===== src/rtl/alu_pkg.sv =====
package alu_pkg;
    localparam int OPC_W = 4;

    typedef enum logic [OPC_W-1:0] {
        OPC_ADD_T  = 4'd0,
        OPC_SUB_T  = 4'd1,
        OPC_ADD_W  = 4'd2,
        OPC_SUB_W  = 4'd3,
        OPC_LT_S   = 4'd4,
        OPC_LT_U   = 4'd5,
        OPC_SHL    = 4'd6
    } alu_opc_e;
endpackage


===== src/rtl/alu_addsub.sv =====
module alu_addsub #(
    parameter int WIDTH = 32
) (
    input  logic [WIDTH-1:0] a_i,
    input  logic [WIDTH-1:0] b_i,
    input  logic             sub_i,
    output logic [WIDTH-1:0] sum_o,
    output logic             ovf_o
);
    logic [WIDTH-1:0] b_eff_d;

    always_comb begin
        b_eff_d = sub_i ? ~b_i : b_i;
        sum_o   = a_i + b_eff_d + {{(WIDTH-1){1'b0}}, sub_i};
        // operands agree in sign, result disagrees
        ovf_o   = (a_i[WIDTH-1] == b_eff_d[WIDTH-1]) && (sum_o[WIDTH-1] != a_i[WIDTH-1]);
    end
endmodule


===== src/rtl/alu_compare.sv =====
module alu_compare #(
    parameter int WIDTH = 32
) (
    input  logic [WIDTH-1:0] a_i,
    input  logic [WIDTH-1:0] b_i,
    output logic             lt_s_o,
    output logic             lt_u_o
);
    always_comb begin
        lt_u_o = a_i < b_i;
        // differing signs decide directly; otherwise magnitude order holds
        lt_s_o = (a_i[WIDTH-1] != b_i[WIDTH-1]) ? a_i[WIDTH-1] : lt_u_o;
    end
endmodule


===== src/rtl/alu_shift.sv =====
module alu_shift #(
    parameter int WIDTH   = 32,
    parameter int SHAMT_W = $clog2(WIDTH)
) (
    input  logic [WIDTH-1:0]   a_i,
    input  logic [SHAMT_W-1:0] amt_i,
    output logic [WIDTH-1:0]   y_o
);
    logic [WIDTH-1:0] stage_d [SHAMT_W+1];

    assign stage_d[0] = a_i;

    generate
        for (genvar s = 0; s < SHAMT_W; s++) begin : g_stage
            assign stage_d[s+1] = amt_i[s] ? (stage_d[s] << (1 << s)) : stage_d[s];
        end
    endgenerate

    assign y_o = stage_d[SHAMT_W];
endmodule


===== src/rtl/alu_exec_unit.sv =====
module alu_exec_unit
    import alu_pkg::*;
#(
    parameter int WIDTH = 32,
    parameter int IMM_W = 16
) (
    input  logic [WIDTH-1:0] op_a,
    input  logic [WIDTH-1:0] op_b,
    input  logic [IMM_W-1:0] imm,
    input  logic             imm_sel,
    input  logic [OPC_W-1:0] op_code,
    output logic [WIDTH-1:0] result,
    output logic             ovf_trap,
    output logic             wr_en
);
    localparam int SHAMT_W = $clog2(WIDTH);

    typedef struct packed {
        logic [WIDTH-1:0] res;
        logic             trap;
        logic             we;
    } alu_out_t;

    logic [WIDTH-1:0]   opnd_b_d;
    logic               is_sub_d;
    logic [WIDTH-1:0]   sum_d;
    logic               add_ovf_d;
    logic               lt_s_d;
    logic               lt_u_d;
    logic [WIDTH-1:0]   shl_d;
    logic [SHAMT_W-1:0] shamt_d;
    alu_out_t           out_d;

    always_comb begin
        opnd_b_d = imm_sel ? {{(WIDTH-IMM_W){imm[IMM_W-1]}}, imm} : op_b;
        is_sub_d = (op_code == OPC_SUB_T) || (op_code == OPC_SUB_W);
        shamt_d  = imm[SHAMT_W-1:0];
    end

    alu_addsub #(.WIDTH(WIDTH)) u_addsub (
        .a_i  (op_a),
        .b_i  (opnd_b_d),
        .sub_i(is_sub_d),
        .sum_o(sum_d),
        .ovf_o(add_ovf_d)
    );

    alu_compare #(.WIDTH(WIDTH)) u_cmp (
        .a_i   (op_a),
        .b_i   (opnd_b_d),
        .lt_s_o(lt_s_d),
        .lt_u_o(lt_u_d)
    );

    alu_shift #(.WIDTH(WIDTH), .SHAMT_W(SHAMT_W)) u_shl (
        .a_i  (op_a),
        .amt_i(shamt_d),
        .y_o  (shl_d)
    );

    always_comb begin
        out_d = '{res: '0, trap: 1'b0, we: 1'b1};
        case (op_code)
            OPC_ADD_T, OPC_SUB_T: begin
                out_d.res  = sum_d;
                out_d.trap = add_ovf_d;
            end
            OPC_ADD_W, OPC_SUB_W: out_d.res = sum_d;
            OPC_LT_S:  out_d.res = {{(WIDTH-1){1'b0}}, lt_s_d};
            OPC_LT_U:  out_d.res = {{(WIDTH-1){1'b0}}, lt_u_d};
            OPC_SHL:   out_d.res = shl_d;
            default:   out_d.we  = 1'b0;
        endcase
        if (out_d.trap) out_d.we = 1'b0;
    end

    assign result   = out_d.res;
    assign ovf_trap = out_d.trap;
    assign wr_en    = out_d.we;

    always_comb begin
        if (op_code == OPC_ADD_W || op_code == OPC_SUB_W)
            assert_wrap_no_trap_R2: assert (!ovf_trap);
        if (ovf_trap)
            assert_trap_blocks_write_R6: assert (!wr_en);
        if (ovf_trap && op_code == OPC_ADD_T)
            assert_trap_sign_flip_R1: assert (result[WIDTH-1] != op_a[WIDTH-1]);
        if (op_code == OPC_LT_S || op_code == OPC_LT_U)
            assert_compare_binary_R4: assert (result[WIDTH-1:1] == '0);
        if (op_code == OPC_SHL)
            assert_shift_match_R7: assert (result == (op_a << shamt_d));
        if (op_code > OPC_SHL)
            assert_undef_quiet_R9: assert (!wr_en && !ovf_trap && result == '0);
    end
endmodule


===== config.mk =====
export PLATFORM = sky130hd
export DESIGN_NAME = alu_exec_unit
export DESIGN_NICKNAME = d
export VERILOG_FILES = /design/src/rtl/alu_pkg.sv /design/src/rtl/alu_addsub.sv /design/src/rtl/alu_compare.sv /design/src/rtl/alu_shift.sv /design/src/rtl/alu_exec_unit.sv
export SDC_FILE = /design/constraint.sdc
export NUM_CORES = 1
export LEC_CHECK = 0
export CAP_MARGIN = 20
export CELL_PAD_IN_SITES_DETAIL_PLACEMENT = 2
export CELL_PAD_IN_SITES_GLOBAL_PLACEMENT = 2
export CORE_MARGIN = 10
export CORE_UTILIZATION = 29
export DETAILED_ROUTE_END_ITERATION = 10
export PLACE_DENSITY = 0.84
export SETUP_SLACK_MARGIN = 0.05
export SKIP_LAST_GASP = 1
export SLEW_MARGIN = 10
export SYNTH_ARGS = -nofsm -noshare
export SYNTH_HDL_FRONTEND = slang
export SYNTH_SLANG_ARGS = --single-unit

===== constraint.sdc =====
create_clock -name vclk -period 5.7
set_clock_uncertainty 0.2 [all_clocks]
set_input_delay 0.57 -clock vclk [all_inputs]
set_output_delay 0.57 -clock vclk [all_outputs]
set_load 0.02 [all_outputs]

==> impl_metrics.py <==
metrics = {
    "outcome": {
        "status": "finished clean",
    },
    "pwr": {
        "leakage_nw": 2.71,
        "seqPwrFrac_pct": 0,
        "ir_drop_mv": 0.0607,
        "netSwitchingPower_mw": 0.553,
        "total_power_mw": 0.951,
        "p_clk_share_pct": 0,
        "switching_share_pct": 58.1,
        "combPwrFrac_pct": 100.0,
        "powerDensity_nw_per_um2": 145,
        "p_int_mw": 0.399,
    },
    "synthesis": {
        "yosys_warnings": 0,
        "synth_area_sq_um": 4870,
        "avgSynthCellArea_sq_um": 7.37,
        "ys_types": 67,
        "yosysSeqAreaShare_pct": 0,
        "syn_nets": 808,
        "netlist_instances": 661,
    },
    "timing": {
        "relSlewSlack_pct": 49.4,
        "period_share_pct": 96.0,
        "fin_hold_ws_ps": 1530,
        "setup_tns_ps": 0,
        "worstMarginPinSlew_ps": 749,
        "hold_viol": 0,
        "clock.fmax_mhz": 183,
        "fin_ws_ps": 230,
        "setup_viol": 0,
        "final_max_slew_viol_count": 0,
        "rsz0062_at_grt": "false",
        "finalCriticalPeriod_ps": 5470,
    },
    "worst_setup_path": {
        "cp_data_required_time_ps": 4930,
        "path_buf_inv": 3,
        "setup.worst_path.end_class": "primary output",
        "crit_family": "buffers and inverters",
        "crit_path_top_delay_cell": "clkdlybuf4s50_1",
        "critPathMaxStageDelay_ps": 550,
        "crit_path_start": "imm_sel",
        "cp-start-kind": "input pin",
        "path_class": "input pin to primary output",
        "path_depth": 14,
        "endpoint": "result[30]",
        "critical_path.max_fanout": 17,
        "worstPathArrival_ps": 4700,
        "crit_chain": "clkdlybuf4s50_1, buf_12, mux2i_1, xnor2_1, fa_1, a21oi_1, nor2_1, o211ai_1, a21oi_1, nand4b_1, a31oi_4, mux2_2, or3_1, clkdlybuf4s50_1",
    },
    "clock_tree": {
        "cts_hold_buf": 0,
    },
    "drt": {
        "routedWlPerCell_um": 26.0,
        "wirelength_mm": 25.8,
        "drt_iter0_markers": 573,
        "ant_nets": 0,
        "via_per_inst": 6.19,
        "drc_errors": 0,
        "vias": 6142,
        "first_pass_iters": 5,
    },
    "die": {
        "num_io_pins": 119,
        "start_util_pct": 29.5,
        "core_area_sq_um": 16500,
        "die_h_um": 150,
        "die_x_um": 150,
        "row_count": 47,
        "dieArea_sq_um": 22400,
    },
    "final_layout": {
        "fin_nets": 922,
        "final_util_pct": 39.6,
        "antenna-diode-count": 0,
        "nClkBuffers": 0,
        "design.seq.count": 0,
        "syn_to_final_growth_pct": 34.3,
        "drive_gt1_share_pct": 10.2,
        "regArea_sq_um": 0,
    },
    "grt": {
        "grt_start_max_net_pins": 45,
        "grt_pass1_wl_mm": 38.5,
        "antenna_found_initial": 0,
        "track_usage_pct": 21.4,
        "grt_overflow": 0,
        "grt_pass1_vias": 6591,
    },
    "place": {
        "hpwl_mm": 21.5,
        "place_ws_ps": -114,
        "numPortBuffers": 119,
        "gp_congestion": 0.946,
    },
    "hold_path": {
        "worstHoldPathType": "input pin to primary output",
    },
    "job": {
        "cap_viol_max_count": 0,
    },
}
[metrics by stage]
stage	cells	instance area (sq um)
floorplan	661	4870
global placement	988	6410
detailed placement	988	6410
CTS	988	6420
global route	993	6540
finish	993	6540
[area by class of cell]
| type | count | area [sq um] |
|---|---|---|
| tap | 220 | 275 |
| multi-input combinational | 605 | 4700 |
| fill | 1895 | 9980 |
| timing repair buffer | 153 | 1510 |
| inverter | 15 | 56.3 |
[metal layers]
metal / wire length (um) / GRT usage, % / up-vias / share of wire, %
li1: - / - / 2769 / -
met1: 10500 / 26.8 / 3115 / 41
met2: 12900 / 37.5 / 212 / 50
met3: 1900 / 3.89 / 46 / 7.4
met4: 508 / 3.48 / 0 / 2.0
met5: 0 / 0 / - / 0
[logic make-up (layout without fill, tap and decap cells)]
logic type / after synthesis / in the layout / synth area share [%]
xor+xnor: 54 / 54 / 9.71
buf+inv: 56 / 168 / 4.62
fa+ha+maj: 62 / 62 / 16.1
simple gates: 193 / 193 / 19.3
compound gates: 224 / 224 / 29.6
mux: 72 / 72 / 20.7
[layout by cell type (no fill, tap or decap), drive strengths merged, types with 6 or more instances in the layout]
| cell | Yosys | layout |
|---|---|---|
| inv | 14 | 14 |
| mux2i | 43 | 43 |
| o21a | 9 | 9 |
| mux4 | 22 | 22 |
| and3 | 8 | 8 |
| nand3 | 18 | 18 |
| clkdlybuf4s50 | 0 | 109 |
| nor3 | 7 | 7 |
| o21ai | 40 | 40 |
| o22ai | 14 | 14 |
| xnor2 | 45 | 45 |
| buf | 17 | 34 |
| nand2 | 64 | 64 |
| o21bai | 6 | 6 |
| and2 | 7 | 7 |
| a21oi | 70 | 70 |
| xor2 | 9 | 9 |
| nor2 | 45 | 45 |
| mux2 | 7 | 7 |
| a21o | 13 | 13 |
| dlymetal6s2s | 0 | 9 |
| nor2b | 9 | 9 |
| a31oi | 8 | 8 |
| nand4 | 9 | 9 |
| ha | 61 | 61 |
| a211oi | 18 | 18 |
[synth_stat cells, types with 8 or more instances]
library cell	number	area (sq um)
and3_1	8	50.1
a211oi_1	16	120
a31oi_1	8	50.1
mux2i_1	42	420
nor2b_1	9	56.3
ha_1	61	763
a21o_1	13	97.6
nand3_1	18	90.1
buf_1	11	41.3
nand2_1	64	240
o22ai_1	14	87.6
o21a_1	9	67.6
mux4_2	22	495
nor2_1	45	169
o21ai_0	37	185
a21oi_1	70	350
clkbuf_1	24	90.1
xor2_1	9	78.8
xnor2_1	45	394
inv_1	12	45.0
nand4_1	9	56.3
[worst min-delay path by stage]
stage / start / endpoint / cells after the start
floorplan: op_code[1] / wr_en / 1
global route: op_code[3] / wr_en / 3
finish: op_code[3] / wr_en / 3
global placement: op_code[1] / wr_en / 3
CTS: op_code[1] / wr_en / 3
detailed placement: op_code[0] / wr_en / 4
[power by group through the flow]
stage          registers [mW]  logic, mW  clock network, mW
2_1_floorplan               0      0.541                  0
3_3_place_gp                0      0.869                  0
3_5_place_dp                0      0.918                  0
4_1_cts                     0      0.924                  0
5_1_grt                     0       1.02                  0
6_report                    0      0.951                  0
[what timing repair did]
action                     4_1_cts  5_1_grt
pin swaps                        0        3
setup endpoints to repair        4       17
gates resized for setup          2       19
setup buffers                    0        4
gates cloned                     0        1
hold endpoints to repair         0        0
(Power assumes the default switching activity.)
